[src/rtl/smm_mon_pkg.sv]
package smm_mon_pkg;
   localparam int NRULE = 4;
   typedef enum logic [1:0] {
      RULE_ENTRY_RDY  = 2'd0,
      RULE_SAVE_ADS   = 2'd1,
      RULE_EXIT_RDY   = 2'd2,
      RULE_RESUME_ADS = 2'd3
   } rule_e;
endpackage

[src/rtl/smm_edge_age.sv]
module smm_edge_age #(
   parameter int CW = 8
) (
   input  logic          clk,
   input  logic          rst_n,
   input  logic          act,
   input  logic          rdy,
   output logic          act_rise,
   output logic          act_fall,
   output logic [CW-1:0] rdy_gap
);
   localparam logic [CW-1:0] MAXV = '1;

   logic          act_q;
   logic [CW-1:0] age_q;

   always_ff @(posedge clk) begin
      if (!rst_n) begin
         act_q <= 1'b0;
         age_q <= MAXV;
      end else begin
         act_q <= act;
         if (rdy)
            age_q <= '0;
         else if (age_q != MAXV)
            age_q <= age_q + 1'b1;
      end
   end

   assign act_rise = act & ~act_q;
   assign act_fall = ~act & act_q;

   always_comb begin
      if (rdy)
         rdy_gap = '0;
      else if (age_q == MAXV)
         rdy_gap = MAXV;
      else
         rdy_gap = age_q + 1'b1;
   end
endmodule

[src/rtl/smm_gap_timer.sv]
module smm_gap_timer #(
   parameter int CW = 8
) (
   input  logic          clk,
   input  logic          rst_n,
   input  logic          start,
   input  logic          cancel,
   input  logic          hit,
   output logic          done,
   output logic [CW-1:0] value
);
   localparam logic [CW-1:0] MAXV = '1;

   logic          pend_q;
   logic [CW-1:0] cnt_q;

   assign done  = pend_q & hit;
   assign value = cnt_q;

   always_ff @(posedge clk) begin
      if (!rst_n) begin
         pend_q <= 1'b0;
         cnt_q  <= '0;
      end else if (start) begin
         pend_q <= 1'b1;
         cnt_q  <= CW'(1);
      end else if (done || cancel) begin
         pend_q <= 1'b0;
      end else if (pend_q && cnt_q != MAXV) begin
         cnt_q  <= cnt_q + 1'b1;
      end
   end
endmodule

[src/rtl/smm_rule_judge.sv]
module smm_rule_judge #(
   parameter int CW = 8
) (
   input  logic          clk,
   input  logic          rst_n,
   input  logic          done,
   input  logic [CW-1:0] value,
   input  logic [CW-1:0] limit,
   output logic          flag,
   output logic          pulse,
   output logic [CW-1:0] gap
);
   logic breach;
   assign breach = done && (value < limit);

   always_ff @(posedge clk) begin
      if (!rst_n) begin
         flag  <= 1'b0;
         pulse <= 1'b0;
         gap   <= '0;
      end else begin
         pulse <= breach;
         if (breach) flag <= 1'b1;
         if (done)   gap  <= value;
      end
   end
endmodule

[src/rtl/smm_gap_monitor.sv]
module smm_gap_monitor
   import smm_mon_pkg::*;
#(
   parameter int CW       = 8,
   parameter int RW       = 9,
   parameter int MIN_A    = 2,
   parameter int MIN_B_X2 = 20,
   parameter int MIN_B_X3 = 15,
   parameter int MIN_F    = 2,
   parameter int MIN_G    = 20,
   parameter int SAVE_X2  = 139,
   parameter int SAVE_X3  = 100,
   parameter int REST_X2  = 236,
   parameter int REST_X3  = 180
) (
   input  logic                 clk,
   input  logic                 rst_n,
   input  logic                 core_x3,
   input  logic                 mgmt_act,
   input  logic                 bus_start,
   input  logic                 bus_done,
   output logic [NRULE-1:0]     viol_flag,
   output logic [NRULE-1:0]     viol_pulse,
   output logic [CW-1:0]        gap_a,
   output logic [CW-1:0]        gap_b,
   output logic [CW-1:0]        gap_f,
   output logic [CW-1:0]        gap_g,
   output logic [RW-1:0]        save_ref,
   output logic [RW-1:0]        restore_ref
);
   localparam int CMAX = (1 << CW) - 1;
   localparam int RMAX = (1 << RW) - 1;

   if (CW < 2 || CW > 16) begin : g_bad_cw
      $error("smm_gap_monitor: CW out of range");
   end
   if (MIN_A > CMAX || MIN_B_X2 > CMAX || MIN_B_X3 > CMAX ||
       MIN_F > CMAX || MIN_G > CMAX) begin : g_bad_min
      $error("smm_gap_monitor: a minimum does not fit in CW bits");
   end
   if (SAVE_X2 > RMAX || SAVE_X3 > RMAX ||
       REST_X2 > RMAX || REST_X3 > RMAX) begin : g_bad_ref
      $error("smm_gap_monitor: a reference does not fit in RW bits");
   end

   logic          act_rise, act_fall;
   logic [CW-1:0] rdy_gap;
   logic          b_done, g_done;
   logic [CW-1:0] b_val, g_val;

   smm_edge_age #(.CW(CW)) u_edge (
      .clk(clk), .rst_n(rst_n), .act(mgmt_act), .rdy(bus_done),
      .act_rise(act_rise), .act_fall(act_fall), .rdy_gap(rdy_gap)
   );

   smm_gap_timer #(.CW(CW)) u_save_tmr (
      .clk(clk), .rst_n(rst_n), .start(act_rise), .cancel(act_fall),
      .hit(bus_start), .done(b_done), .value(b_val)
   );

   smm_gap_timer #(.CW(CW)) u_resume_tmr (
      .clk(clk), .rst_n(rst_n), .start(act_fall), .cancel(act_rise),
      .hit(bus_start), .done(g_done), .value(g_val)
   );

   logic          done_v [NRULE];
   logic [CW-1:0] val_v  [NRULE];
   logic [CW-1:0] lim_v  [NRULE];
   logic [CW-1:0] gap_v  [NRULE];

   always_comb begin
      done_v[RULE_ENTRY_RDY]  = act_rise;
      val_v [RULE_ENTRY_RDY]  = rdy_gap;
      lim_v [RULE_ENTRY_RDY]  = CW'(MIN_A);
      done_v[RULE_SAVE_ADS]   = b_done;
      val_v [RULE_SAVE_ADS]   = b_val;
      lim_v [RULE_SAVE_ADS]   = core_x3 ? CW'(MIN_B_X3) : CW'(MIN_B_X2);
      done_v[RULE_EXIT_RDY]   = act_fall;
      val_v [RULE_EXIT_RDY]   = rdy_gap;
      lim_v [RULE_EXIT_RDY]   = CW'(MIN_F);
      done_v[RULE_RESUME_ADS] = g_done;
      val_v [RULE_RESUME_ADS] = g_val;
      lim_v [RULE_RESUME_ADS] = CW'(MIN_G);
   end

   for (genvar gi = 0; gi < NRULE; gi++) begin : g_rule
      smm_rule_judge #(.CW(CW)) u_judge (
         .clk(clk), .rst_n(rst_n), .done(done_v[gi]), .value(val_v[gi]),
         .limit(lim_v[gi]), .flag(viol_flag[gi]), .pulse(viol_pulse[gi]),
         .gap(gap_v[gi])
      );
   end

   assign gap_a = gap_v[RULE_ENTRY_RDY];
   assign gap_b = gap_v[RULE_SAVE_ADS];
   assign gap_f = gap_v[RULE_EXIT_RDY];
   assign gap_g = gap_v[RULE_RESUME_ADS];

   assign save_ref    = core_x3 ? RW'(SAVE_X3) : RW'(SAVE_X2);
   assign restore_ref = core_x3 ? RW'(REST_X3) : RW'(REST_X2);
endmodule

[config.mk]
export PLATFORM = sky130hd
export DESIGN_NAME = smm_gap_monitor
export DESIGN_NICKNAME = d
export VERILOG_FILES = /design/src/rtl/smm_mon_pkg.sv /design/src/rtl/smm_edge_age.sv /design/src/rtl/smm_gap_timer.sv /design/src/rtl/smm_rule_judge.sv /design/src/rtl/smm_gap_monitor.sv
export SDC_FILE = /design/constraint.sdc
export NUM_CORES = 1
export LEC_CHECK = 0
export ABC_AREA = 0
export BUFFER_PORTS_ARGS = -buffer_cell sky130_fd_sc_hd__buf_2
export CAP_MARGIN = 40
export CORE_MARGIN = 5
export CORE_UTILIZATION = 35
export CTS_CLUSTER_SIZE = 16
export DETAILED_ROUTE_END_ITERATION = 10
export GPL_TIMING_DRIVEN = 0
export HOLD_SLACK_MARGIN = 0.02
export PLACE_DENSITY_LB_ADDON = 0.2
export SLEW_MARGIN = 20
export SYNTH_ARGS = -nofsm -noshare
export SYNTH_HDL_FRONTEND = slang
export SYNTH_SLANG_ARGS = --single-unit
[constraint.sdc]
create_clock -name clk -period 1.5 [get_ports clk]
set_input_delay 0.3 -clock clk [delete_from_list [all_inputs] [get_ports clk]]
set_output_delay 0.3 -clock clk [all_outputs]
set_load 0.01 [all_outputs]
* Word level (Yosys, flattened, before mapping) *
Index checks and enable logic that the tools add are counted.
W data, S select, Z words.

word-level totals
  register bits = 67
  output and inout bits = 58
  word-level logic and storage cells = 77

cells by class
  add/subtract/negate cells = 3
  $lt $le $gt $ge = 3
  eq/ne operators = 6
  mux-type cells = 17
  bitwise operators = 9
  reduce and logical (&&, ||, !) cells = 19

operators by type and width
  operator               count
  $mux W8                5
  $add A8 B1 Y8 const B  3
  $ne A8 B8 Y1 const B   3
  $mux W1                10
  $reduce_bool A2 Y1     5
  $eq A8 B8 Y1 const B   1
  $lt A8 B2 Y1 const B   1
  $lt A8 B5 Y1           1
  $lt A8 B5 Y1 const B   1
  $reduce_and A2 Y1      4
  $mux W7                1
  $logic_and A1 B1 Y1    6
  $mux W5                1
  $not A1 Y1             5
  $and A1 B1 Y1          4
  $ne A2 B1 Y1 const B   2
  $reduce_or A2 Y1       2
  $logic_or A1 B1 Y1     2

* Depth between registers and ports, before layout *
Gate-level depths: netlist of run 1.

  depth after elaboration = 5
  gate-level depth with buffers = 6
  mapped depth without buffers = 6

* Cells and area by module *
A second synthesis of run 1 with hierarchy kept.

unflattened totals
  cell total of the unflattened synthesis = 407
  area, all modules = 3868.7 µm²

by module, submodules not included
  module           instances  cells an instance  area each (µm²)  seq. area each (µm²)
  smm_rule_judge   4          55                 551.8            200.2
  smm_gap_timer    2          57                 535.5            180.2
  smm_edge_age     1          53                 451.7            180.2
  smm_gap_monitor  1          20                 138.9            0.0

* Least setup slack after synthesis of run 1 *
No wires, ideal clock.

  path type = register to register
  start = register u_edge.age_q[0]
  end = register g_rule[0].u_judge.flag
  setup time = 0.117 ns
  arrival time = 1.521 ns
  data required time = 1.383 ns
  setup slack = -0.139 ns
  cell stages (with the launch flop) = 7
  period minus slack after synthesis = 1.639 ns
  path through = dfxtp_1 ha_1 nand4_2 and3_1 o2111ai_2 a2bb2oi_2 a32o_1

between the ends
  longest elaborated chain between the ends = 5
  elaborated cells between the ends (all ways) = 6

RTL lines
  item                                                  line                                    source
  start: declaration                                    smm_edge_age.sv:15                      logic [CW-1:0] age_q;
  start signal: assignment                              smm_edge_age.sv:26                      age_q <= age_q + 1'b1;
  $add A8 B1 Y8 / $eq A8 B8 Y1 (equally long branches)  smm_edge_age.sv:39, smm_edge_age.sv:36
  $mux W8 (*)                                           smm_edge_age.sv:36                      else if (age_q == MAXV)
  $mux W8 (*)                                           smm_edge_age.sv:34                      if (rdy)
  $lt A8 B2 Y1 (*)                                      smm_rule_judge.sv:14                    assign breach = done && (value < limit);
  $logic_and A1 B1 Y1 (*)                               smm_rule_judge.sv:14
  end signal: assignment                                smm_rule_judge.sv:18                    flag <= 1'b0;
  end signal: assignment                                smm_rule_judge.sv:23                    if (breach) flag <= 1'b1;
  end: declaration                                      smm_rule_judge.sv:9                     output logic flag,

Every way passes the cells marked *; elsewhere a longest branch is shown, timed or not.
A chain may end at the register's enable or synchronous reset.

* Worst setup path in the final report of run 1 *
  start = register u_edge.age_q[0]
  end = register g_rule[2].u_judge.flag

between the ends
  longest elaborated chain between the ends = 5
  elaborated cells between the ends (all ways) = 6

RTL lines
  item                                                  line
  $add A8 B1 Y8 / $eq A8 B8 Y1 (equally long branches)  smm_edge_age.sv:39, smm_edge_age.sv:36
  $mux W8 (*)                                           smm_edge_age.sv:36
  $mux W8 (*)                                           smm_edge_age.sv:34
  $lt A8 B2 Y1 (*)                                      smm_rule_judge.sv:14
  $logic_and A1 B1 Y1 (*)                               smm_rule_judge.sv:14
  end signal: assignment                                smm_rule_judge.sv:18
  end signal: assignment                                smm_rule_judge.sv:23
  end: declaration                                      smm_rule_judge.sv:9

Marked as above.

==> results.toml, run 1 <==
[setup_path]
path_cells = "ha_4 -> and3_4 -> and3_4 -> o221ai_4 -> and2_4 -> a32o_1"
cp_max_fo = 5
worstPathArrival_ns = 1.82
cp-start-kind = "flip-flop"
cp-startpoint = "u_edge.age_q[0]"
r2r_setup_slack_ns = -0.09
max_stage_delay_ns = 0.37
crit_type = "flip-flop to flip-flop"
cpMaxStageDelayCell = "dfxtp_4"
path_common_cell = "and3_4"
worstSetupEndpoint = "g_rule[2].u_judge.flag"
cp_num_buf_inv = 0
critPathTopFamily = "simple AND/OR/NAND/NOR gates"
r2r_cells = 6
required_ns = 1.73
path_depth = 6
rr_startpoint = "u_edge.age_q[0]"
timing.rr.end = "g_rule[2].u_judge.flag"
worst_setup_path_end_kind = "flip-flop"

[final_layout]
fill_cells = 872
n_antenna_cell = 0
drive_gt1_share_pct = 36.2
instances_no_fill = 545
fin_util_pct = 46.4
ff_latch_area_mm2 = 0.00138
syn_to_final_growth_pct = 28.6
nets = 446
multiInputGateArea_mm2 = 0.00173

[synth]
synth_top_family_by_area = "simple AND/OR/NAND/NOR gates"
yosys.area_share.xor_xnor_pct = 3.88
synthMuxAreaShare_pct = 1.27
yosys.area_share.simple_pct = 22.7
synth_most_common_cell = "nand2_1"
netlist_area_mm2 = 0.00316
ys_top_cells_by_area = "dfxtp_1 (42%), nand2_1 (8.6%), buf_4 (6.4%)"
synth_top_area_cell = "dfxtp_1"
synth_area_per_cell_um2 = 8.95
ys_top_cells_by_count = "nand2_1 (72), dfxtp_1 (67), buf_4 (27), a21boi_0 (24), o21ai_0 (16)"
synth_cell_types = 48
synth_compound_area_share_pct = 18.4
yosysTopAreaCellShare_pct = 42.5
synth_flop_cell = "dfxtp_1"
synth-seq-area-share_pct = 42.5
synth_edf_count = 0
synth-async-reset-ratio_pct = 0
synthCells = 353
synthAdderAreaFrac_pct = 2.38
synth_warnings = 0
ys_ff_latch = 67

[drt]
detail-route-antenna-nets = 0
routed_wl_um = 7610
routed_via_density = 4.79
drt_iter0_drc = 121
wl_per_cell_um = 14.0
vias = 2613
dr.pass1.iters = 4
drcViolationCount = 0

[cts]
clockBufferDepth = 2
tritoncts = "done"
ctsHoldBuffers = 0
worstSkewPairLatency_ns = 0.34
clock_sinks = 67
ctsHtreeMaxLevel = 3
path_clk_slew_ns = 0.07
cts_inserted_buffers = 9
root_buffer = "clkbuf_8"

[sta]
worstMarginPinSlew_ns = 0.611
finalMaxSlewViolations = 0
fin_crit_sh_pct = 106
final_hold_viol_count = 0
setup_ws_ns = -0.0931
rsz0062_at_grt = "yes"
slew_headroom_pct = 59.2
setup_tns_ns = -0.325
finalCriticalPeriod_ns = 1.59
setup_violations = 5
clock_skew_ns = 0.00534
fmax_ghz = 0.628

[power]
p_leak_uw = 0.00169
peakVddDrop_mv = 0.455
power_density_mw_per_mm2 = 974

[global_routing]
grt_pass1_vias = 2350
grt.total_usage_pct = 13.1
grt.overflow.total = 0
grt_start_max_net_pins = 11
grt_antenna_before_repair = 0
grt_pass1_wl_um = 11900

[floorplan]
die_w_um = 105
coreArea_mm2 = 0.00876
die_h_um = 105
num_rows = 34
die_area_mm2 = 0.0110
initial_core_util_pct = 36.0
io_pins = 64

[min_path]
hold_path_class = "input port to flip-flop"

[flow_run]
maxCapViolCount = 0

[status]
violations = "negative setup slack"
outcome = "finished, violations left"

[placed_design]
post-place-cells = 520
gp_congestion = 0.756
post-dp-hpwl_um = 5240
io_buffers = 53
[worst min-delay path by stage]
stage	start	to	slack, ns	cells past startpoint
final	mgmt_act	u_edge.act_q	0.23	2
after CTS	mgmt_act	u_edge.act_q	0.21	2
after floorplan	mgmt_act	u_edge.act_q	0.42	1
after detailed placement	g_rule[1].u_judge.flag	g_rule[1].u_judge.flag	0.45	1
after global routing	mgmt_act	u_edge.act_q	0.22	2
after global placement	g_rule[3].u_judge.flag	g_rule[3].u_judge.flag	0.44	1
[cell usage in the layout (no fill, tap or decap), drive strengths merged, types with 2 or more instances in the layout]
cell	synthesis	routed
o41ai	2	2
a21oi	7	7
nand4	2	2
xnor2	9	9
nand2	72	72
a2111oi	4	4
or4	2	2
o31ai	2	2
buf	27	92
nand3	7	7
mux2i	4	4
xor2	5	5
ha	6	6
nor2b	2	2
nor3	5	5
clkbuf	13	24
a31oi	4	4
nand2b	8	8
and3	9	9
and2	15	15
a211oi	2	2
dfxtp	67	67
a21boi	24	24
o21ai	16	16
and4	3	3
a32o	2	2
inv	5	5
conb	2	8
a21o	3	3
nor2	14	14
[what timing repair did]
item / in CTS / in global routing
hold endpoints to repair: 0 / 0
pin swaps: 2 / 10
setup endpoints to repair: 22 / 30
setup buffers: 4 / 7
resized for setup: 18 / 35
[worst register-to-register path: stages (launching register included)]
cell and delay, ns:
dfxtp_4 0.37, ha_4 0.16, and3_4 0.20, and3_4 0.19, o221ai_4 0.12, and2_4 0.20
a32o_1 0.24
[cells by family after synthesis]
family / Yosys count
and+or+nand+nor: 143
AOI/OAI and AO/OA: 72
DFF: 67
buffers and inverters: 45
xor gates and xnor gates: 14
adders and majority gates: 6
muxes: 4
other: 2
[layer usage]
metal | vias to the layer above | wire length (µm) | share of wire, % | track usage [%]
met5 | - | 0 | 0 | 0
met4 | 0 | 80 | 1.1 | 4.11
met3 | 9 | 488 | 6.4 | 4.56
met2 | 58 | 3440 | 45 | 19.9
met1 | 1211 | 3600 | 47 | 17.5
li1 | 1335 | - | - | -
[sequential cells by signal, summed over array words and instances (netlist names)]
signal / count
u_save_tmr.pend_q: 1
u_save_tmr.value: 8
u_edge.act_q: 1
g_rule.u_judge.pulse: 4
u_edge.age_q: 8
u_resume_tmr.value: 8
g_rule.u_judge.gap: 32
g_rule.u_judge.flag: 4
u_resume_tmr.pend_q: 1
[through the flow]
stage	instance area (µm²)	worst slack, ns	hold slack [ns]	total power (µW)
finish	4060	-0.0931	0.230	3960
global route	4060	-0.171	0.219	4140
CTS	3900	-0.0884	0.206	3950
detailed placement	3600	-0.187	0.446	2350
global placement	3600	-0.183	0.437	2350
floorplan	3200	0.00434	0.422	2220
[report_power, final]
group	internal, µW	switching (µW)
registers	1830	57.1
logic	240	280
clock network	883	664
total	2960	1000
[layout make-up]
class / count / share of cell area (%)
Multi-Input combinational cell: 247 / 42.5
Timing Repair Buffer: 64 / 8.56
Clock buffer: 12 / 4.07
Inverter: 5 / 0.462
Clock inverter: 2 / 0.862
Buffer: 40 / 6.41
Tap cell: 108 / 3.33
Sequential cell: 67 / 33.8
Note: power is estimated with default switching activity, not from simulation.
==> run 2: changes to the inputs <==
==> constraint.sdc (replaced) <==
create_clock -name clk -period 1.3 [get_ports clk]
set_input_delay 0.26 -clock clk [delete_from_list [all_inputs] [get_ports clk]]
set_output_delay 0.26 -clock clk [all_outputs]
set_load 0.01 [all_outputs]
==> run 2 against run 1 <==
Against the previous run:
- the run still ends with negative setup slack left
- setup slack worse by 0.20 ns
- via count rose by 3.5%
- die area unchanged
- maximum frequency is essentially flat
- critical path depth stayed put
- largest power group unchanged
==> results.toml, run 2 (synthesis gave the netlist of run 1 again) <==
[final_layout]
ff_latch_area_mm2 = 0.00139
syn_to_final_growth_pct = 39.0
multiInputGateArea_mm2 = 0.00183
top_register = "g_rule.u_judge.gap"
nets = 464
largest_reg_flops = 32
drive_gt1_share_pct = 45.5
layout_commonest_cell = "nand2_1"
fill_cells = 838
final_area_mm2 = 0.00439
final_cell_mix = "nand2_1 (69), buf_4 (54), buf_2 (53)"
instances_no_fill = 565
n_antenna_cell = 0

[cts]
cts_inserted_buffers = 9
clock_sinks = 67
tritoncts = "done"
worstSkewPairLatency_ns = 0.34
ctsHtreeMaxLevel = 3
root_buffer = "clkbuf_8"
path_clk_slew_ns = 0.08
clockBufferDepth = 2
ctsHoldBuffers = 0

[floorplan]
die_w_um = 105
initial_core_util_pct = 36.0
io_pins = 64
coreArea_mm2 = 0.00876
num_rows = 34
die_h_um = 105
die_area_mm2 = 0.0110

[status]
outcome = "finished, violations left"
violations = "negative setup slack"

[sta]
worstMarginPinSlew_ns = 0.539
setup_ws_ns = -0.294
rsz0062_at_grt = "yes"
fmax_ghz = 0.627
finalMaxSlewViolations = 0
holdWs_ns = 0.241
slew_headroom_pct = 64.1
setup_tns_ns = -4.90
fin_crit_sh_pct = 123
clock_skew_ns = 0.00657
finalCriticalPeriod_ns = 1.59
final_hold_viol_count = 0
setup_violations = 37

[drt]
vias = 2705
routed_via_density = 4.79
drt_iter0_drc = 101
wl_per_cell_um = 14.3
detail-route-antenna-nets = 0
routed_wl_um = 8060
dr.pass1.iters = 4
drcViolationCount = 0

[setup_path]
crit_type = "flip-flop to flip-flop"
max_stage_delay_ns = 0.37
worst_setup_path_end_kind = "flip-flop"
required_ns = 1.54
r2r_setup_slack_ns = -0.29
path_common_cell = "and3_4"
cp-start-kind = "flip-flop"
worstPathArrival_ns = 1.83
cp_max_fo = 5
path_cells = "ha_4 -> and3_4 -> and3_4 -> o221ai_4 -> and2_4 -> a32o_1"
cpMaxStageDelayCell = "dfxtp_4"

[min_path]
hold_path_class = "input port to flip-flop"

[power]
switching_share_pct = 24.3
peakVddDrop_mv = 0.695
p_seq_share_pct = 44.4
power_density_mw_per_mm2 = 1110
pwr-share-clk_pct = 42.9
internal-power_uw = 3690
p_leak_uw = 0.00184
power.switching_uw = 1190
power_frac_comb_pct = 12.7
fin_total_pwr_uw = 4880

[placed_design]
io_buffers = 53
post-dp-hpwl_um = 5460
post-place-cells = 520
postPlaceCellArea_mm2 = 0.00369
gp_congestion = 0.814

[global_routing]
grt_pass1_wl_um = 13700
grt_pass1_vias = 2743
grt_start_max_net_pins = 12
grt.overflow.total = 0
grt_antenna_before_repair = 0
grt.total_usage_pct = 15.1

[flow_run]
maxCapViolCount = 0
## run 2: area by class of cell
| cell class | instances | share of cell area, % |
|---|---|---|
| clock buffers | 13 | 4.08 |
| flip-flops and latches | 67 | 31.8 |
| plain buffers | 38 | 5.73 |
| clock inverters | 3 | 1.54 |
| inverters | 5 | 0.428 |
| well taps | 108 | 3.08 |
| multi-input cells | 247 | 41.8 |
| repair buffers | 84 | 11.6 |
## run 2: power by group through the flow
stage | Combinational, µW | Clock (µW) | Sequential, µW
6_report | 618 | 2090 | 2170
5_1_grt | 681 | 2230 | 2170
4_1_cts | 593 | 2140 | 2170
3_5_place_dp | 518 | 0 | 2230
3_3_place_gp | 510 | 0 | 2220
2_1_floorplan | 371 | 0 | 2220
## run 2: path summary, 6_finish.rpt
path,startpoint,end,cells past startpoint
worst max-delay path,u_edge.age_q[1],g_rule[0].u_judge.flag,6
worst min register to register,g_rule[1].u_judge.flag,g_rule[1].u_judge.flag,1
worst min-delay path,mgmt_act,u_edge.act_q,2
worst max register to register,u_edge.age_q[1],g_rule[0].u_judge.flag,6
## run 2: routing by layer
layer  vias to the layer above  GRT usage, %  share of wire [%]
met5                         -             0                  0
met4                         0          4.47                1.2
met3                         7          4.93                5.2
met2                        62          24.9                 48
met1                      1266          18.7                 45
li1                       1370             -                  -
## run 2: timing repair
action / in CTS / in global routing
cloned: 0 / 0
gates resized for setup: 48 / 19
setup buffers: 24 / 8
pin swaps: 14 / 12
endpoints found under the hold margin: 0 / 0
endpoints found under the setup margin: 44 / 45
## run 2: worst max-delay path: cells and delay by family, from the launching register on
family                     cells  cell delay, ns
DFF                            1            0.37
and+or+nand+nor                3            0.60
adders and majority gates      1            0.16
AOI/OAI and AO/OA              2            0.36
## run 2: through the flow
stage | setup slack [ns] | util [%]
after floorplan | -0.174 | -
after global placement | -0.303 | 42.1
after detailed placement | -0.359 | 42.1
after CTS | -0.284 | 48.7
after global routing | -0.347 | 50.1
final | -0.294 | 50.1
==> run 3: changes to the inputs <==
--- a/config.mk
+++ b/config.mk
@@ -10,6 +10,7 @@
 export CAP_MARGIN = 40
 export CORE_MARGIN = 5
 export CORE_UTILIZATION = 35
+export CTS_BUF_LIST = sky130_fd_sc_hd__clkbuf_4
 export CTS_CLUSTER_SIZE = 16
 export DETAILED_ROUTE_END_ITERATION = 10
 export GPL_TIMING_DRIVEN = 0
==> run 3 against run 2 <==
Against the previous run:
- the run still ends with negative setup slack left
- sequential power hardly changed
- power is 11% lower
- maximum frequency is 0.52% lower
- combinational power is 3% higher
- cell area is 0.34% lower
- clock power is 27% lower
- clock skew is 0.010 ns higher
==> results.toml, run 3 (synthesis gave the netlist of run 1 again) <==
[final_layout]
fill_cells = 839
top_register = "g_rule.u_judge.gap"
syn_to_final_growth_pct = 38.5
multiInputGateArea_mm2 = 0.00188
ff_latch_area_mm2 = 0.00140
fin_util_pct = 49.9
final_cell_mix = "nand2_1 (69), buf_4 (51), buf_2 (50)"
final_area_mm2 = 0.00437
largest_reg_flops = 32
layout_commonest_cell = "nand2_1"
n_antenna_cell = 0
drive_gt1_share_pct = 45.9
nets = 462

[drt]
drcViolationCount = 0
routed_wl_um = 8240
detail-route-antenna-nets = 0
vias = 2716
wl_per_cell_um = 14.6
routed_via_density = 4.82
drt_iter0_drc = 107
dr.pass1.iters = 4

[sta]
fin_crit_sh_pct = 123
worstMarginPinSlew_ns = 0.580
clock_skew_ns = 0.0170
final_hold_viol_count = 0
rsz0062_at_grt = "yes"
slew_headroom_pct = 61.3
setup_ws_ns = -0.302
setup_violations = 36
fmax_ghz = 0.624
finalMaxSlewViolations = 0
finalCriticalPeriod_ns = 1.60

[cts]
clockBufferDepth = 2
ctsHtreeMaxLevel = 3
clock_sinks = 67
worstSkewPairLatency_ns = 0.42
ctsHoldBuffers = 0
root_buffer = "clkbuf_4"
cts_inserted_buffers = 9
path_clk_slew_ns = 0.12
tritoncts = "done"

[flow_run]
maxCapViolCount = 0

[setup_path]
critPathTopFamily = "simple AND/OR/NAND/NOR gates"
path_depth = 6
required_ns = 1.62
path_cells = "ha_4 -> and3_4 -> and3_4 -> o221ai_4 -> and2_4 -> a32o_1"
cp-start-kind = "flip-flop"
timing.rr.end = "g_rule[0].u_judge.flag"
cp_num_buf_inv = 0
worstPathArrival_ns = 1.92
r2r_setup_slack_ns = -0.30
r2r_cells = 6
crit_type = "flip-flop to flip-flop"
worst_setup_path_end_kind = "flip-flop"
rr_startpoint = "u_edge.age_q[1]"
worstSetupEndpoint = "g_rule[0].u_judge.flag"
path_common_cell = "and3_4"
cpMaxStageDelayCell = "dfxtp_4"
cp-startpoint = "u_edge.age_q[1]"
max_stage_delay_ns = 0.38
cp_max_fo = 5

[global_routing]
grt_pass1_vias = 2790
grt_pass1_wl_um = 13900
grt.overflow.total = 0
grt_antenna_before_repair = 0
grt.total_usage_pct = 15.4
grt_start_max_net_pins = 12

[min_path]
hold_start = "mgmt_act"
hold_path_class = "input port to flip-flop"

[floorplan]
initial_core_util_pct = 36.0
io_pins = 64
die_area_mm2 = 0.0110
die_w_um = 105
num_rows = 34
coreArea_mm2 = 0.00876
die_h_um = 105

[status]
violations = "negative setup slack"
outcome = "finished, violations left"

[placed_design]
io_buffers = 53
gp_congestion = 0.814
postPlaceCellArea_mm2 = 0.00369
post-dp-hpwl_um = 5460

[power]
peakVddDrop_mv = 0.639
p_leak_uw = 0.00182
power_density_mw_per_mm2 = 988
[run 3: cell count changes in the layout (fill, tap and decap cells not counted), moves of 3 or more]
cell,change
buf_2,-3
clkinv_1,+4
buf_4,-3
clkbuf_4,+9
clkbuf_8,-13
buf_6,+4
[run 3: worst min-delay path by stage]
| stage | end | slack, ns | cells after the start |
|---|---|---|---|
| after floorplan | u_edge.act_q | 0.38 | 1 |
| after global placement | g_rule[1].u_judge.flag | 0.44 | 1 |
| after detailed placement | g_rule[1].u_judge.flag | 0.45 | 1 |
| after CTS | u_edge.act_q | 0.15 | 2 |
| after global routing | u_edge.act_q | 0.16 | 2 |
| final | u_edge.act_q | 0.17 | 2 |
[run 3: final cells by class]
| type | instances | share of cell area [%] |
|---|---|---|
| clock inverter | 7 | 1.89 |
| clock buffer | 9 | 1.54 |
| timing repair buffer | 83 | 12.1 |
| multi-input combinational | 247 | 43.1 |
| buffer | 37 | 5.84 |
| sequential | 67 | 32.0 |
| inverter | 5 | 0.429 |
| tap | 108 | 3.09 |
[run 3: through the flow]
| stage | setup slack, ns | hold WS (ns) | instances | power (µW) | setup TNS, ns |
|---|---|---|---|---|---|
| final | -0.302 | 0.171 | 563 | 4320 | -4.91 |
| after global routing | -0.350 | 0.160 | 563 | 4520 | -8.09 |
| after CTS | -0.309 | 0.154 | 559 | 4310 | -5.43 |
| after detailed placement | -0.359 | 0.446 | 520 | 2750 | -11.20 |
| after global placement | -0.303 | 0.440 | 520 | 2740 | -10.05 |
| after floorplan | -0.174 | 0.382 | 359 | 2600 | -0.843 |
[run 3: per-layer routing]
metal | up-vias | track usage [%] | wire length, µm
met5 | - | 0 | 0
met4 | 0 | 4.84 | 119
met3 | 12 | 5.55 | 484
met2 | 73 | 25.5 | 4010
met1 | 1263 | 18.5 | 3630
li1 | 1368 | - | -
[run 3: where the power goes]
group | internal (µW) | switching (µW)
Sequential | 2100 | 66.6
Clock | 755 | 763
Combinational | 303 | 332
Total | 3160 | 1160
[run 3: repair_timing]
action / CTS / global route
pin swaps: 15 / 18
resized for setup: 48 / 39
endpoints found under the setup margin: 44 / 55
hold endpoints to repair: 0 / 0
setup buffers: 25 / 6
[run 3: worst reg2reg max path: stages, from the launching register on]
cell      delay, ns
dfxtp_4        0.38
ha_4           0.16
and3_4         0.20
and3_4         0.19
o221ai_4       0.12
and2_4         0.20
a32o_1         0.24
